$ cat config.mk
export PLATFORM = sky130hd
export DESIGN_NAME = dma_desc_fetch
export DESIGN_NICKNAME = d
export VERILOG_FILES = /design/src/rtl/dma_desc_fetch.sv
export SDC_FILE = /design/constraint.sdc
export NUM_CORES = 1
export LEC_CHECK = 0
export BUFFER_PORTS_ARGS = -buffer_cell sky130_fd_sc_hd__buf_4
export CORE_MARGIN = 4
export CORE_UTILIZATION = 28
export DETAILED_ROUTE_END_ITERATION = 6
export PLACE_DENSITY_LB_ADDON = 0.08
export SLEW_MARGIN = 20
export SYNTH_ARGS = -nofsm -noshare
export SYNTH_HDL_FRONTEND = slang
export SYNTH_SLANG_ARGS = --single-unit
export TNS_END_PERCENT = 50
$ cat constraint.sdc
create_clock -name clk -period 9 [get_ports clk]
set_input_delay 1.8 -clock clk [delete_from_list [all_inputs] [get_ports clk]]
set_output_delay 1.8 -clock clk [all_outputs]
set_load 0.005 [all_outputs]
$ cat src/rtl/dma_desc_fetch.sv
module dma_desc_fetch #(
  parameter int NCH       = 2,
  parameter int AW        = 32,
  parameter int DW        = 32,
  parameter int CW        = 16,
  parameter int SW        = 8,
  parameter int CMP_SHIFT = 4,
  parameter int UNCH_BIT  = 9,
  parameter int IRQEN_BIT = 10,
  parameter int ACT_LO    = 12,
  parameter int ACT_HI    = 14,
  localparam int CHW      = (NCH > 1) ? $clog2(NCH) : 1
) (
  input  logic              clk,
  input  logic              rst_n,
  input  logic              ld_en,
  input  logic [CHW-1:0]    ld_ch,
  input  logic [CW-1:0]     ld_ctrl,
  input  logic [AW-1:0]     ld_next,
  input  logic [NCH-1:0]    xfer_done,
  output logic [NCH-1:0]    xfer_start,
  output logic [NCH-1:0]    chain_end,
  output logic              rd_req,
  output logic [AW-1:0]     rd_addr,
  input  logic              rd_valid,
  input  logic [DW-1:0]     rd_data,
  output logic [NCH*CW-1:0] ctrl_q,
  output logic [NCH*DW-1:0] count_q,
  output logic [NCH*AW-1:0] src_q,
  output logic [NCH*AW-1:0] dst_q,
  output logic [NCH*AW-1:0] next_q,
  output logic [SW-1:0]     irq_status,
  input  logic [SW-1:0]     irq_clr,
  input  logic [SW-1:0]     irq_mask,
  output logic              irq
);

  localparam logic [CW-1:0] ACT_MASK = CW'((1 << ACT_LO) | (1 << ACT_HI));

  typedef enum logic [1:0] {S_IDLE, S_ISSUE, S_WAIT} state_t;

  logic [CW-1:0]  ctrl_r [NCH];
  logic [DW-1:0]  cnt_r  [NCH];
  logic [AW-1:0]  src_r  [NCH];
  logic [AW-1:0]  dst_r  [NCH];
  logic [AW-1:0]  nxt_r  [NCH];
  logic [NCH-1:0] pend;
  logic [NCH-1:0] busy, end_now, go_now;
  logic [SW-1:0]  set_vec;
  state_t         state;
  logic [CHW-1:0] cur, pick;
  logic [1:0]     idx;
  logic [AW-1:0]  base;

  genvar g;
  generate
    for (g = 0; g < NCH; g++) begin : g_ch
      assign busy[g]    = pend[g] || (state != S_IDLE && cur == CHW'(g));
      assign end_now[g] = xfer_done[g] && !busy[g] &&
                          (ctrl_r[g][UNCH_BIT] || nxt_r[g] == '0);
      assign go_now[g]  = xfer_done[g] && !busy[g] && !end_now[g];
      assign ctrl_q [g*CW +: CW] = ctrl_r[g];
      assign count_q[g*DW +: DW] = cnt_r[g];
      assign src_q  [g*AW +: AW] = src_r[g];
      assign dst_q  [g*AW +: AW] = dst_r[g];
      assign next_q [g*AW +: AW] = nxt_r[g];
    end
  endgenerate

  always_comb begin
    set_vec = '0;
    for (int i = 0; i < NCH; i++)
      if (end_now[i] && ctrl_r[i][IRQEN_BIT]) set_vec[CMP_SHIFT + i] = 1'b1;
  end

  always_comb begin
    pick = '0;
    for (int i = NCH - 1; i >= 0; i--)
      if (pend[i]) pick = CHW'(i);
  end

  assign rd_req  = (state == S_ISSUE);
  assign rd_addr = base + {{(AW-4){1'b0}}, idx, 2'b00};
  assign irq     = |(irq_status & irq_mask);

  always_ff @(posedge clk) begin
    if (!rst_n) begin
      for (int i = 0; i < NCH; i++) begin
        ctrl_r[i] <= '0;
        cnt_r[i]  <= '0;
        src_r[i]  <= '0;
        dst_r[i]  <= '0;
        nxt_r[i]  <= '0;
      end
      pend       <= '0;
      state      <= S_IDLE;
      cur        <= '0;
      idx        <= '0;
      base       <= '0;
      xfer_start <= '0;
      chain_end  <= '0;
      irq_status <= '0;
    end else begin
      xfer_start <= '0;
      chain_end  <= end_now;
      irq_status <= (irq_status & ~irq_clr) | set_vec;
      for (int i = 0; i < NCH; i++) begin
        if (end_now[i]) ctrl_r[i] <= ctrl_r[i] & ~ACT_MASK;
        if (go_now[i])  pend[i]   <= 1'b1;
      end
      if (ld_en) begin
        ctrl_r[ld_ch] <= ld_ctrl;
        nxt_r[ld_ch]  <= ld_next;
      end
      case (state)
        S_IDLE: if (|pend) begin
          cur   <= pick;
          base  <= nxt_r[pick];
          idx   <= '0;
          state <= S_ISSUE;
        end
        S_ISSUE: state <= S_WAIT;
        S_WAIT: if (rd_valid) begin
          case (idx)
            2'd0:    cnt_r[cur] <= rd_data;
            2'd1:    src_r[cur] <= AW'(rd_data);
            2'd2:    dst_r[cur] <= AW'(rd_data);
            default: nxt_r[cur] <= AW'(rd_data);
          endcase
          if (idx == 2'd3) begin
            state           <= S_IDLE;
            pend[cur]       <= 1'b0;
            xfer_start[cur] <= 1'b1;
          end else begin
            idx   <= idx + 2'd1;
            state <= S_ISSUE;
          end
        end
        default: state <= S_IDLE;
      endcase
    end
  end

endmodule

# == After elaboration in Yosys (flattened, before gate mapping) ==
# Memories as Yosys holds them, arrays and structs flattened. A register that Yosys moved wholly into a read port is not among the register bits.
# Cells that the tools add are included.
# W data, S select, Z words.
# totals
ff_bits,19
latch_bits,0
mem_bits_rw,288
romBits,0
in_bits,103
out_inout_bits,334
wordCells,139
n_memories,5
# classes
add_sub_neg,2
n_mul,0
div,0
order_cmp,2
n_eq_ne,8
shifts,0
n_mux,68
bitwise_logic,9
n_reduce_logical,38
# memory_table
name,depth,word_bits,read_ports,rd_clocked_by_memory_dff,write_ports,line_no,source
cnt_r,2,32,2,0,2,43,logic [DW-1:0] cnt_r [NCH];
dst_r,2,32,2,0,2,45,logic [AW-1:0] dst_r [NCH];
nxt_r,2,32,3,1,2,46,logic [AW-1:0] nxt_r [NCH];
src_r,2,32,2,0,2,44,logic [AW-1:0] src_r [NCH];
ctrl_r,2,16,2,0,3,42,logic [CW-1:0] ctrl_r [NCH];
# op_table
cell,n
$mux W32,5
$reduce_or A32 Y1,5
$logic_not A32 Y1,2
$mux W1,50
$add A32 B4 Y32,1
$mux W16,2
$and A8 B8 Y8,2
$mux W2,8
$logic_and A1 B1 Y1,11
$not A8 Y8,1
$or A8 B6 Y8,1
$reduce_and A4 Y1,2
$reduce_or A8 Y1,1
$eq A2 B2 Y1 const B,3
$ne A2 B2 Y1 const B,3
$pmux W2 S3,1
$logic_not A1 Y1,5
$eq A2 B1 Y1 const B,2
$logic_not A2 Y1,2
$logic_or A1 B1 Y1,4
$pmux W2 S2,1
$reduce_and A2 Y1,2
$reduce_bool A2 Y1,2
$reduce_or A3 Y1,1
9 further kinds,10

# == Logic depth before layout (Yosys ltp) ==
# depth
depth_word,14
ltp_mapped,7
mapped_depth_nobuf,6

# == Least setup slack after synthesis ==
# No wires, ideal clock.
# synth_path
path_kind,input-to-reg
from,input port rst_n
to,memory nxt_r[0][0] (enable)
setup_time_ns,0.375
arrival_time_ns,3.798
required_time_ns,8.625
slack_ns,4.828
stages,4
n_path_buf,1
path_cell_list,buf_2 -> nand2_1 -> o21ai_0 -> or2_2
# synth_lines
item,line_no,source
from (decl),15,"input logic rst_n,"
to (decl),46,

# == Worst setup path in the final report ==
# layout_path
from,register idx[0]
to,output port rd_addr[24]
# layout_between
elab_chain_cells,1
# layout_lines
item,line_no,source
from (decl),52,logic [1:0] idx;
from (signal assigned),135,idx <= idx + 2'd1;
$add A32 B4 Y32,83,"assign rd_addr = base + {{(AW-4){1'b0}}, idx, 2'b00};"
to (decl),24,"output logic [AW-1:0] rd_addr,"
# No other way between the ends.

==> impl_metrics.tcl <==
set metrics [dict create \
    ctsHoldBuffers 0 \
    fin_ws_ns 4.02 \
    drv_cap 0 \
    hold_start "irq_status[7]" \
    netlist_instances 1136 \
    route.vias.total 10800 \
    slowest_stage "nor4b_1" \
    setup_viol 0 \
    tns_ns 0 \
    p_sw_mw 0.969 \
    final_cells 2244 \
    post_cts_buffers 0 \
    grt_max_degree 100 \
    area_growth_pct 36.2 \
    crit_arrival_ns 3.18 \
    firstDrtPassIters 5 \
    antenna_found_initial 4 \
    synth_cell_types 45 \
    die_w_um 233 \
    layout_common_cells "447 x buf_4, 288 x edfxtp_1, 196 x and3_1" \
    p_leak_nw 8.27 \
    grt_pass1_vias 10700 \
    r2r_slack_ns 5.69 \
    dp_hpwl_um 39000 \
    initial_core_util_pct 28.3 \
    grt.total_usage_pct 19.3 \
    reg2reg_to "dst_r[1][17]" \
    cts.clk_slew.worst_paths_ns 0.06 \
    cts_tree "yes" \
    critical_path.top_delay_family "simple AND/OR/NAND/NOR gates" \
    status "finished clean" \
    dieArea_um2 54400 \
    cp_data_required_time_ns 7.20 \
    async_flop_share_pct 0 \
    gp_congestion 0.773 \
    synth_top_flop_cell "edfxtp_1" \
    dp_cells 2170 \
    hold_slack_ns 0.491 \
    p_sw_share_pct 25.3 \
    cts_buffer_depth 3 \
    pwr-share-clk_pct 40.0 \
    period_share_pct 55.4 \
    cpPeakStageDelay_ns 0.85 \
    cts.repair.resized 0 \
    timing.final.hold_violations 0 \
    post-place-ws_ns 3.91 \
    core_area_um2 50200 \
    fin_skew_ns 0.0209 \
    power_mw 3.84 \
    grt-ovfl-total 0 \
    crit_buf_inv 2 \
    critPathKind "reg -> out" \
    slew_headroom_pct 37.7 \
    drcViolationCount 0 \
    via_per_inst 4.79 \
    ctsRootBufferMaster "clkbuf_16" \
    cts_sinks 339 \
    hold_class "reg -> reg" \
    clock.fmax_ghz 0.201 \
    p_int_mw 2.87 \
    htreeDepth 2 \
    numCtsBuffers 40 \
    fin_crit_ns 4.98 \
    end_kind "output port" \
    grt_pass1_wl_um 77000 \
    r2r_cells 6 \
    post_drt_wl_per_cell_um 24.3 \
    ios 437 \
    synth-edff-count 288 \
    start_kind "flip-flop" \
    worstSetupPathDepth 7 \
    r2r_start "cur" \
    postRouteAntennaNets 0 \
    num_rows 82 \
    synth.yosys.seq_area_share_pct 68.1 \
    netlist_area_um2 14200 \
    syn_area_per_cell_um2 12.5 \
    holdPathEnd "irq_status[7]" \
    drive_gt1_share_pct 33.6 \
    p_comb_share_pct 10.8 \
    worst_pin_slew_ns 0.921 \
    ir_drop_mv 0.118 \
    hold_depth 2 \
    insertion_delay_ns 0.56 \
    slew_viol_final 0 \
    powerDensity_nw_per_um2 198 \
    crit_chain "ha_1 -> inv_1 -> fa_1 -> nor4b_1 -> nand3_1 -> xnor2_1 -> buf_4" \
    mostFrequentLayoutCell "buf_4" \
    rsz0062_at_grt "false" \
    p_seq_share_pct 49.2 \
    fin_nets 1651 \
    die_y_um 233 \
    ys_seq_elements 339 \
    routed_wirelength_um 54600 \
    synth_nets 1247 \
    crit_fanout 7 \
    yosys_warnings 0 \
    portBuffers 436 \
    drt_iter0_markers 684 \
]
-- logic make-up after synthesis --
kind of cell	Yosys count	synth area share, %
multiplexers	32	2.26
XOR/XNOR	28	1.73
AO/OA/AOI/OAI	126	5.24
adder cells (fa/ha/maj)	8	0.758
flip-flops	339	68.1
buffers and inverters	96	2.69
AND/OR/NAND/NOR	507	19.2
-- power groups by stage --
stage / registers (mW) / logic (mW) / clock network (mW)
after floorplan: 1.89 / 0.144 / 0
after global placement: 1.92 / 0.422 / 0
after detailed placement: 1.92 / 0.424 / 0
after CTS: 1.89 / 0.425 / 1.57
after global routing: 1.90 / 0.449 / 1.64
final: 1.89 / 0.414 / 1.54
-- state kept, by name, indices dropped and copies added (netlist names) --
name        flops
ctrl_r         32
cnt_r          64
cur             1
chain_end       2
xfer_start      2
pend            2
nxt_r          64
base           32
irq_status      8
src_r          64
idx             2
state           2
dst_r          64
-- cell type report --
class | instances | area [um^2]
fillers | 4873 | 30800
well taps | 672 | 841
inverters | 11 | 41.3
flip-flops and latches | 339 | 9670
diodes | 1 | 2.50
clock buffers | 52 | 1080
clock inverters | 21 | 134
repair buffers | 447 | 3360
multi-input cells | 701 | 4210
-- synth_stat cells (8+ instances only) --
master      n  share of area (%)
nand2_1   153                4.0
and2_1     33                1.5
and3_1    197                8.7
buf_1       9               0.24
edfxtp_1  288                 61
o21ai_0    73                2.6
a21oi_1     8               0.28
nor2_1     47                1.2
dfxtp_1    51                7.2
xor2_1     14               0.86
xnor2_1    14               0.86
nor4_1     18               0.79
clkbuf_1   68                1.8
mux2i_1    32                2.3
nor3_1     13               0.46
a211oi_1   33                1.7
inv_1      10               0.26
-- worst max-delay path by stage --
stage	slack (ns)	start	end
floorplan	4.83	rst_n	nxt_r[0][0]
global placement	3.96	rst_n	dst_r[1][16]
detailed placement	3.91	rst_n	dst_r[1][10]
CTS	3.91	idx[0]	rd_addr[24]
global route	3.72	idx[0]	rd_addr[24]
finish	4.02	idx[0]	rd_addr[24]
-- layer usage --
layer / global-route usage [%] / part of all wire [%] / wire (um)
met5: 0 / 0.079 / 43
met4: 6.14 / 2.7 / 1450
met3: 5.68 / 7.7 / 4200
met2: 31.4 / 48 / 26300
met1: 24.8 / 41 / 22600
-- worst min-delay path, delay by kind of cell (launching register included) --
family           cells  cell delay (ns)
DFF                  1             0.34
and+or+nand+nor      2             0.11
-- metrics by stage --
stage | area [um^2] | util (%)
floorplan | 14200 | -
global placement | 18100 | 36.1
detailed placement | 18100 | 36.1
CTS | 19300 | 38.5
global route | 19300 | 38.5
finish | 19300 | 38.5
Power figures use the tool's default switching activity.
